**src/rtl/ucx_pkg.sv**
```systemverilog
package ucx_pkg;
  localparam int FIELD_W = 3;
  localparam int SEQ_W   = 11;

  typedef enum logic [3:0] {
    ACOP_HOLD, ACOP_ADD, ACOP_CLR, ACOP_INC, ACOP_LDDR, ACOP_SUB,
    ACOP_OR, ACOP_AND, ACOP_XOR, ACOP_NOT, ACOP_SHL, ACOP_SHR
  } ac_op_e;

  typedef enum logic [2:0] {
    DROP_HOLD, DROP_MEM, DROP_AC, DROP_INC, DROP_PC
  } dr_op_e;

  typedef enum logic [1:0] {
    PCOP_HOLD, PCOP_INC, PCOP_AR
  } pc_op_e;
endpackage

```
**src/rtl/ucx_fdec.sv**
```systemverilog
module ucx_fdec #(
  parameter int FW = 3,
  localparam int NH = 1 << FW
) (
  input  logic [FW-1:0] code,
  output logic [NH-1:0] hot
);
  for (genvar i = 0; i < NH; i++) begin : g_line
    assign hot[i] = (code == FW'(i));
  end
endmodule

```
**src/rtl/ucx_ctl.sv**
```systemverilog
module ucx_ctl
  import ucx_pkg::*;
#(
  parameter int NH = 8
) (
  input  logic [NH-1:0] hot_a,
  input  logic [NH-1:0] hot_b,
  input  logic [NH-1:0] hot_c,
  output ac_op_e        ac_op,
  output dr_op_e        dr_op,
  output pc_op_e        pc_op,
  output logic          ar_ld,
  output logic          ar_sel_dr,
  output logic          mem_rd,
  output logic          mem_wr,
  output logic          ac_clash,
  output logic [2:0]    f_idle
);
  logic a_hits_ac, b_hits_ac, c_hits_ac;
  ac_op_e op_a, op_b, op_c;

  // AR load enable is the OR of two field-A lines; line 5 steers the mux to DR
  assign ar_ld     = hot_a[5] | hot_a[6];
  assign ar_sel_dr = hot_a[5];
  assign mem_wr    = hot_a[7];
  assign mem_rd    = hot_b[4];

  assign a_hits_ac = hot_a[1] | hot_a[2] | hot_a[3] | hot_a[4];
  assign b_hits_ac = hot_b[1] | hot_b[2] | hot_b[3];
  assign c_hits_ac = hot_c[1] | hot_c[2] | hot_c[3] | hot_c[4];
  assign ac_clash  = (a_hits_ac & b_hits_ac) | (a_hits_ac & c_hits_ac) |
                     (b_hits_ac & c_hits_ac);

  assign f_idle = {hot_a[0], hot_b[0], hot_c[0] | hot_c[7]};

  always_comb begin
    op_a = ACOP_HOLD;
    if (hot_a[1]) op_a = ACOP_ADD;
    if (hot_a[2]) op_a = ACOP_CLR;
    if (hot_a[3]) op_a = ACOP_INC;
    if (hot_a[4]) op_a = ACOP_LDDR;
  end

  always_comb begin
    op_b = ACOP_HOLD;
    if (hot_b[1]) op_b = ACOP_SUB;
    if (hot_b[2]) op_b = ACOP_OR;
    if (hot_b[3]) op_b = ACOP_AND;
  end

  always_comb begin
    op_c = ACOP_HOLD;
    if (hot_c[1]) op_c = ACOP_XOR;
    if (hot_c[2]) op_c = ACOP_NOT;
    if (hot_c[3]) op_c = ACOP_SHL;
    if (hot_c[4]) op_c = ACOP_SHR;
  end

  // Field A outranks field B, which outranks field C, on the AC port
  always_comb begin
    if (a_hits_ac)      ac_op = op_a;
    else if (b_hits_ac) ac_op = op_b;
    else                ac_op = op_c;
  end

  always_comb begin
    dr_op = DROP_HOLD;
    if (hot_b[4]) dr_op = DROP_MEM;
    if (hot_b[5]) dr_op = DROP_AC;
    if (hot_b[6]) dr_op = DROP_INC;
    if (hot_b[7]) dr_op = DROP_PC;
  end

  always_comb begin
    pc_op = PCOP_HOLD;
    if (hot_c[5]) pc_op = PCOP_INC;
    if (hot_c[6]) pc_op = PCOP_AR;
  end
endmodule

```
**src/rtl/ucx_dpath.sv**
```systemverilog
module ucx_dpath
  import ucx_pkg::*;
#(
  parameter int AW = 11,
  parameter int DW = 16
) (
  input  logic          clk,
  input  logic          rst_n,
  input  ac_op_e        ac_op,
  input  dr_op_e        dr_op,
  input  pc_op_e        pc_op,
  input  logic          ar_ld,
  input  logic          ar_sel_dr,
  input  logic [DW-1:0] mem_rdata,
  output logic [AW-1:0] ar_q,
  output logic [AW-1:0] pc_q,
  output logic [DW-1:0] dr_q,
  output logic [DW-1:0] ac_q
);
  localparam int PADW = DW - AW;

  logic [AW-1:0] ar_d, pc_d;
  logic [DW-1:0] dr_d, ac_d;

  function automatic logic [DW-1:0] acc_fn(ac_op_e op, logic [DW-1:0] a,
                                           logic [DW-1:0] d);
    case (op)
      ACOP_ADD:  return a + d;
      ACOP_CLR:  return '0;
      ACOP_INC:  return a + DW'(1);
      ACOP_LDDR: return d;
      ACOP_SUB:  return a - d;
      ACOP_OR:   return a | d;
      ACOP_AND:  return a & d;
      ACOP_XOR:  return a ^ d;
      ACOP_NOT:  return ~a;
      ACOP_SHL:  return {a[DW-2:0], 1'b0};
      ACOP_SHR:  return {1'b0, a[DW-1:1]};
      default:   return a;
    endcase
  endfunction

  always_comb begin
    ac_d = acc_fn(ac_op, ac_q, dr_q);
    ar_d = ar_q;
    if (ar_ld) ar_d = ar_sel_dr ? dr_q[AW-1:0] : pc_q;
    case (dr_op)
      DROP_MEM: dr_d = mem_rdata;
      DROP_AC:  dr_d = ac_q;
      DROP_INC: dr_d = dr_q + DW'(1);
      DROP_PC:  dr_d = {{PADW{1'b0}}, pc_q};
      default:  dr_d = dr_q;
    endcase
    case (pc_op)
      PCOP_INC: pc_d = pc_q + AW'(1);
      PCOP_AR:  pc_d = ar_q;
      default:  pc_d = pc_q;
    endcase
  end

  always_ff @(posedge clk or negedge rst_n) begin
    if (!rst_n) begin
      ar_q <= '0;
      pc_q <= '0;
      dr_q <= '0;
      ac_q <= '0;
    end else begin
      ar_q <= ar_d;
      pc_q <= pc_d;
      dr_q <= dr_d;
      ac_q <= ac_d;
    end
  end

  // AR takes the PC value from before the edge
  a_r9_ar_old_pc: assert property (@(posedge clk) disable iff (!rst_n)
    (ar_ld && !ar_sel_dr) |=> (ar_q == $past(pc_q)));

  // a memory read lands in DR
  a_r6_dr_from_mem: assert property (@(posedge clk) disable iff (!rst_n)
    (dr_op == DROP_MEM) |=> (dr_q == $past(mem_rdata)));

  // PC moves only when field C asks for it
  a_r8_pc_hold: assert property (@(posedge clk) disable iff (!rst_n)
    (pc_op == PCOP_HOLD) |=> $stable(pc_q));
endmodule

```
**src/rtl/ucode_exec.sv**
```systemverilog
module ucode_exec
  import ucx_pkg::*;
#(
  parameter int AW = 11,
  parameter int DW = 16,
  parameter int FW = ucx_pkg::FIELD_W,
  localparam int NF = 3,
  localparam int NH = 1 << FW,
  localparam int UW = NF * FW + SEQ_W
) (
  input  logic          clk,
  input  logic          rst_n,
  input  logic [UW-1:0] uword,
  input  logic [DW-1:0] mem_rdata,
  output logic [AW-1:0] mem_addr,
  output logic [DW-1:0] mem_wdata,
  output logic          mem_rd,
  output logic          mem_wr,
  output logic [AW-1:0] ar_q,
  output logic [AW-1:0] pc_q,
  output logic [DW-1:0] dr_q,
  output logic [DW-1:0] ac_q,
  output logic          ac_clash,
  output logic [SEQ_W-1:0] seq_bits
);
  logic [NF-1:0][NH-1:0] hot;
  ac_op_e     ac_op;
  dr_op_e     dr_op;
  pc_op_e     pc_op;
  logic       ar_ld, ar_sel_dr;
  logic [2:0] f_idle;

  for (genvar k = 0; k < NF; k++) begin : g_dec
    ucx_fdec #(.FW(FW)) u_dec (
      .code (uword[UW-1-k*FW -: FW]),
      .hot  (hot[k])
    );
  end

  ucx_ctl #(.NH(NH)) u_ctl (
    .hot_a     (hot[0]),
    .hot_b     (hot[1]),
    .hot_c     (hot[2]),
    .ac_op     (ac_op),
    .dr_op     (dr_op),
    .pc_op     (pc_op),
    .ar_ld     (ar_ld),
    .ar_sel_dr (ar_sel_dr),
    .mem_rd    (mem_rd),
    .mem_wr    (mem_wr),
    .ac_clash  (ac_clash),
    .f_idle    (f_idle)
  );

  ucx_dpath #(.AW(AW), .DW(DW)) u_dp (
    .clk       (clk),
    .rst_n     (rst_n),
    .ac_op     (ac_op),
    .dr_op     (dr_op),
    .pc_op     (pc_op),
    .ar_ld     (ar_ld),
    .ar_sel_dr (ar_sel_dr),
    .mem_rdata (mem_rdata),
    .ar_q      (ar_q),
    .pc_q      (pc_q),
    .dr_q      (dr_q),
    .ac_q      (ac_q)
  );

  assign mem_addr  = ar_q;
  assign mem_wdata = dr_q;
  assign seq_bits  = uword[SEQ_W-1:0];

  // an all-idle word leaves every register as it was
  a_r1_idle_hold: assert property (@(posedge clk) disable iff (!rst_n)
    (&f_idle) |=> ($stable(ar_q) && $stable(pc_q) && $stable(dr_q) && $stable(ac_q)));

  // under a clash, a field-A clear wins
  a_r10_a_wins: assert property (@(posedge clk) disable iff (!rst_n)
    (ac_clash && hot[0][2]) |=> (ac_q == '0));
endmodule

```
**config.mk**
```make
export PLATFORM = sky130hd
export DESIGN_NAME = ucode_exec
export DESIGN_NICKNAME = d
export VERILOG_FILES = /design/src/rtl/ucx_pkg.sv /design/src/rtl/ucx_fdec.sv /design/src/rtl/ucx_ctl.sv /design/src/rtl/ucx_dpath.sv /design/src/rtl/ucode_exec.sv
export SDC_FILE = /design/constraint.sdc
export NUM_CORES = 1
export LEC_CHECK = 0
export BUFFER_PORTS_ARGS = -buffer_cell sky130_fd_sc_hd__buf_2
export CAP_MARGIN = 10
export CORE_MARGIN = 5
export CORE_UTILIZATION = 45
export CTS_CLUSTER_SIZE = 16
export DETAILED_ROUTE_END_ITERATION = 7
export PLACE_DENSITY = 0.81
export SYNTH_ARGS = -nofsm -noshare
export SYNTH_HDL_FRONTEND = slang
export SYNTH_HIERARCHICAL = 1
export SYNTH_SLANG_ARGS = --single-unit
```
**constraint.sdc**
```tcl
create_clock -name clk -period 3 [get_ports clk]
set_clock_uncertainty 0.2 [all_clocks]
set_input_delay 0.45 -clock clk [delete_from_list [all_inputs] [get_ports clk]]
set_output_delay 0.45 -clock clk [all_outputs]
set_load 0.02 [all_outputs]
```
==> results.cfg <==
[pwr]
p_leak_nw = 3.833
ir_drop_mv = 0.5499
power_w = 0.008380
powerDensity_mw_per_mm2 = 985.5

[finish]
n_fill_cell = 1132
n_antenna_cell = 0
layout-drive-gt1-share_pct = 38.25
final_nets = 1093
area_growth_syn_to_layout_pct = 33.05

[global_route]
antenna_found_initial = 0
grt_pass1_vias = 6828
overflow = 0
grt_usage_pct = 26.00
grt_pass1_wl_mm = 35.11
grt_max_degree = 41

[worst_setup_path]
required_ns = 3.03
path_cells = buf_8, nor3b_4, or4_4, nor3b_4, nand2b_4, or3_4, buf_6, nor2_4, a211oi_4, buf_4, ha_4, nand2b_4, a21oi_2, nor2b_2, o31a_1, xor2_1, a221o_1, o21ai_1
slowest_delay_ns = 0.54
worstPathArrival_ns = 3.98
critPathSlowestCell = or4_4
cpLargestDelayFamily = simple AND/OR/NAND/NOR gates
setup.worst_path.end_class = flip-flop
cp-start-kind = input port
path_class = input port to flip-flop
crit_buf_inv = 3
crit_fanout = 7

[status]
violations = negative setup slack
status = complete, but fails checks

[floorplan]
design.core.area_mm2 = 0.01388
floorplan.die_area_mm2 = 0.01669
die_w_um = 129.2
die_h_um = 129.2
initial_core_util_pct = 46.04
rows = 43
ioPinCount = 133

[synth]
syn_area_mm2 = 0.006391
syn_avg_cell_area_um2 = 7.737
syn_inst = 826
synth_warnings = 6
synth_nets = 916

[timing]
rsz0062_at_grt = yes
slew_viol_final = 0
post-route-period-util_pct = 131.5
hold_slack_ns = 0.2659
setup_ws_ns = -0.9446
min_period_ns = 3.945
maxSlewHeadroom_pct = 60.35
fmax_ghz = 0.2535
setup_viol = 15
worst_slew_pin_slew_ns = 0.5902
hold_violations = 0

[clock_tree]
clock-sinks = 54
cts_made_buffers = 5
h-tree-depth = 2
clk_path_buf_depth = 2
tritoncts = yes
clock_latency_ns = 0.32
cts-root-buf = clkbuf_16
clkTransAtPathRegs_ns = 0.08

[drt]
wl_met3_mm = 1.956
met1_length_mm = 9.009
wl_met2_mm = 11.04
totalWireLength_mm = 23.09
drc = 0
dr.max_layer_used = met4
drt_pass1_iterations = 8
via_per_inst = 6.178
wire_per_inst_um = 19.50
antenna_left = 0
drtIter0Drc = 951
via_count = 7315

[placed_design]
port-buffer-count = 110
dp_hpwl_mm = 16.57
gp_congestion = 0.9425

[job]
drv_cap = 0

[min_path]
worstHoldPathType = input port to flip-flop
-- final timing paths --
kind | from | endpoint | slack [ns] | cells after the start
hold / removal | mem_rdata[7] | u_dp/dr_q[7] | 0.27 | 3
min in group asynchronous | rst_n | u_dp/pc_q[1] | 0.34 | 2
max in group asynchronous | rst_n | u_dp/ac_q[9] | 1.63 | 3
hold reg to reg | u_dp/ar_q[0] | u_dp/ar_q[0] | 0.39 | 2
setup reg to reg | u_dp/dr_q[4] | u_dp/ac_q[13] | -0.31 | 13
setup / recovery | uword[13] | u_dp/ac_q[9] | -0.94 | 18
-- flip-flops by register name, summed over array words and instances (netlist names) --
| name | flops |
|---|---|
| u_dp/ac_q | 16 |
| u_dp/pc_q | 11 |
| u_dp/dr_q | 16 |
| u_dp/ar_q | 11 |
-- per-layer routing --
layer / track usage, % / up-vias
met2: 41.98 / 453
met5: 0 / -
li1: - / 3333
met3: 5.482 / 105
met1: 34.14 / 3424
met4: 10.07 / 0
-- report_power, final --
part | switching [W] | internal, W
clock network | 0.000334 | 0.000321
logic | 0.00346 | 0.00272
registers | 0.000536 | 0.00101
total | 0.00433 | 0.00405
-- final cells by class --
type | count | area [um^2] | area share, %
clock buffers | 5 | 125.1 | 1.471
clock inverters | 3 | 28.78 | 0.3384
inverters | 45 | 168.9 | 1.986
multi-input cells | 627 | 4745 | 55.80
flip-flops and latches | 54 | 1351 | 15.89
well taps | 180 | 225.2 | 2.649
repair buffers | 270 | 1859 | 21.87
-- stage by stage --
step                      instances  utilization (%)  setup WS [ns]  cell area (um^2)  setup TNS [ns]
after CTS                      1174            59.01        -0.7658              8192          -8.750
after global placement         1159            56.22         -1.128              7804          -13.89
final                          1184            61.26        -0.9446              8503          -10.75
after floorplan                 826                -        -0.8519              6501          -8.974
after global routing           1184            61.26        -0.9674              8503          -11.65
after detailed placement       1159            56.22         -1.215              7804          -14.93
-- repair_timing --
item                       CTS  global route
hold buffers                 1             0
hold endpoints to repair    10             0
pin swaps                   32            41
buffers inserted             6            13
resized for setup           36            46
setup endpoints to repair   15            16
-- cell usage in the layout (no fill, tap or decap), drive strengths merged, types with 11 or more instances in the layout --
cell    instances
a21oi          78
a221oi         17
a22oi          15
a31oi          19
buf           269
dfrtp          54
ha             51
inv            45
mux2i          16
nand2          58
nand3          16
nor2           85
nor3           19
nor3b          11
o21ai          63
xnor2          28
-- worst min-delay path: stages --
cell and delay (ns):
buf_2 0.09, a21oi_1 0.05, o22ai_1 0.13
Note: power is estimated with default switching activity, not from simulation.
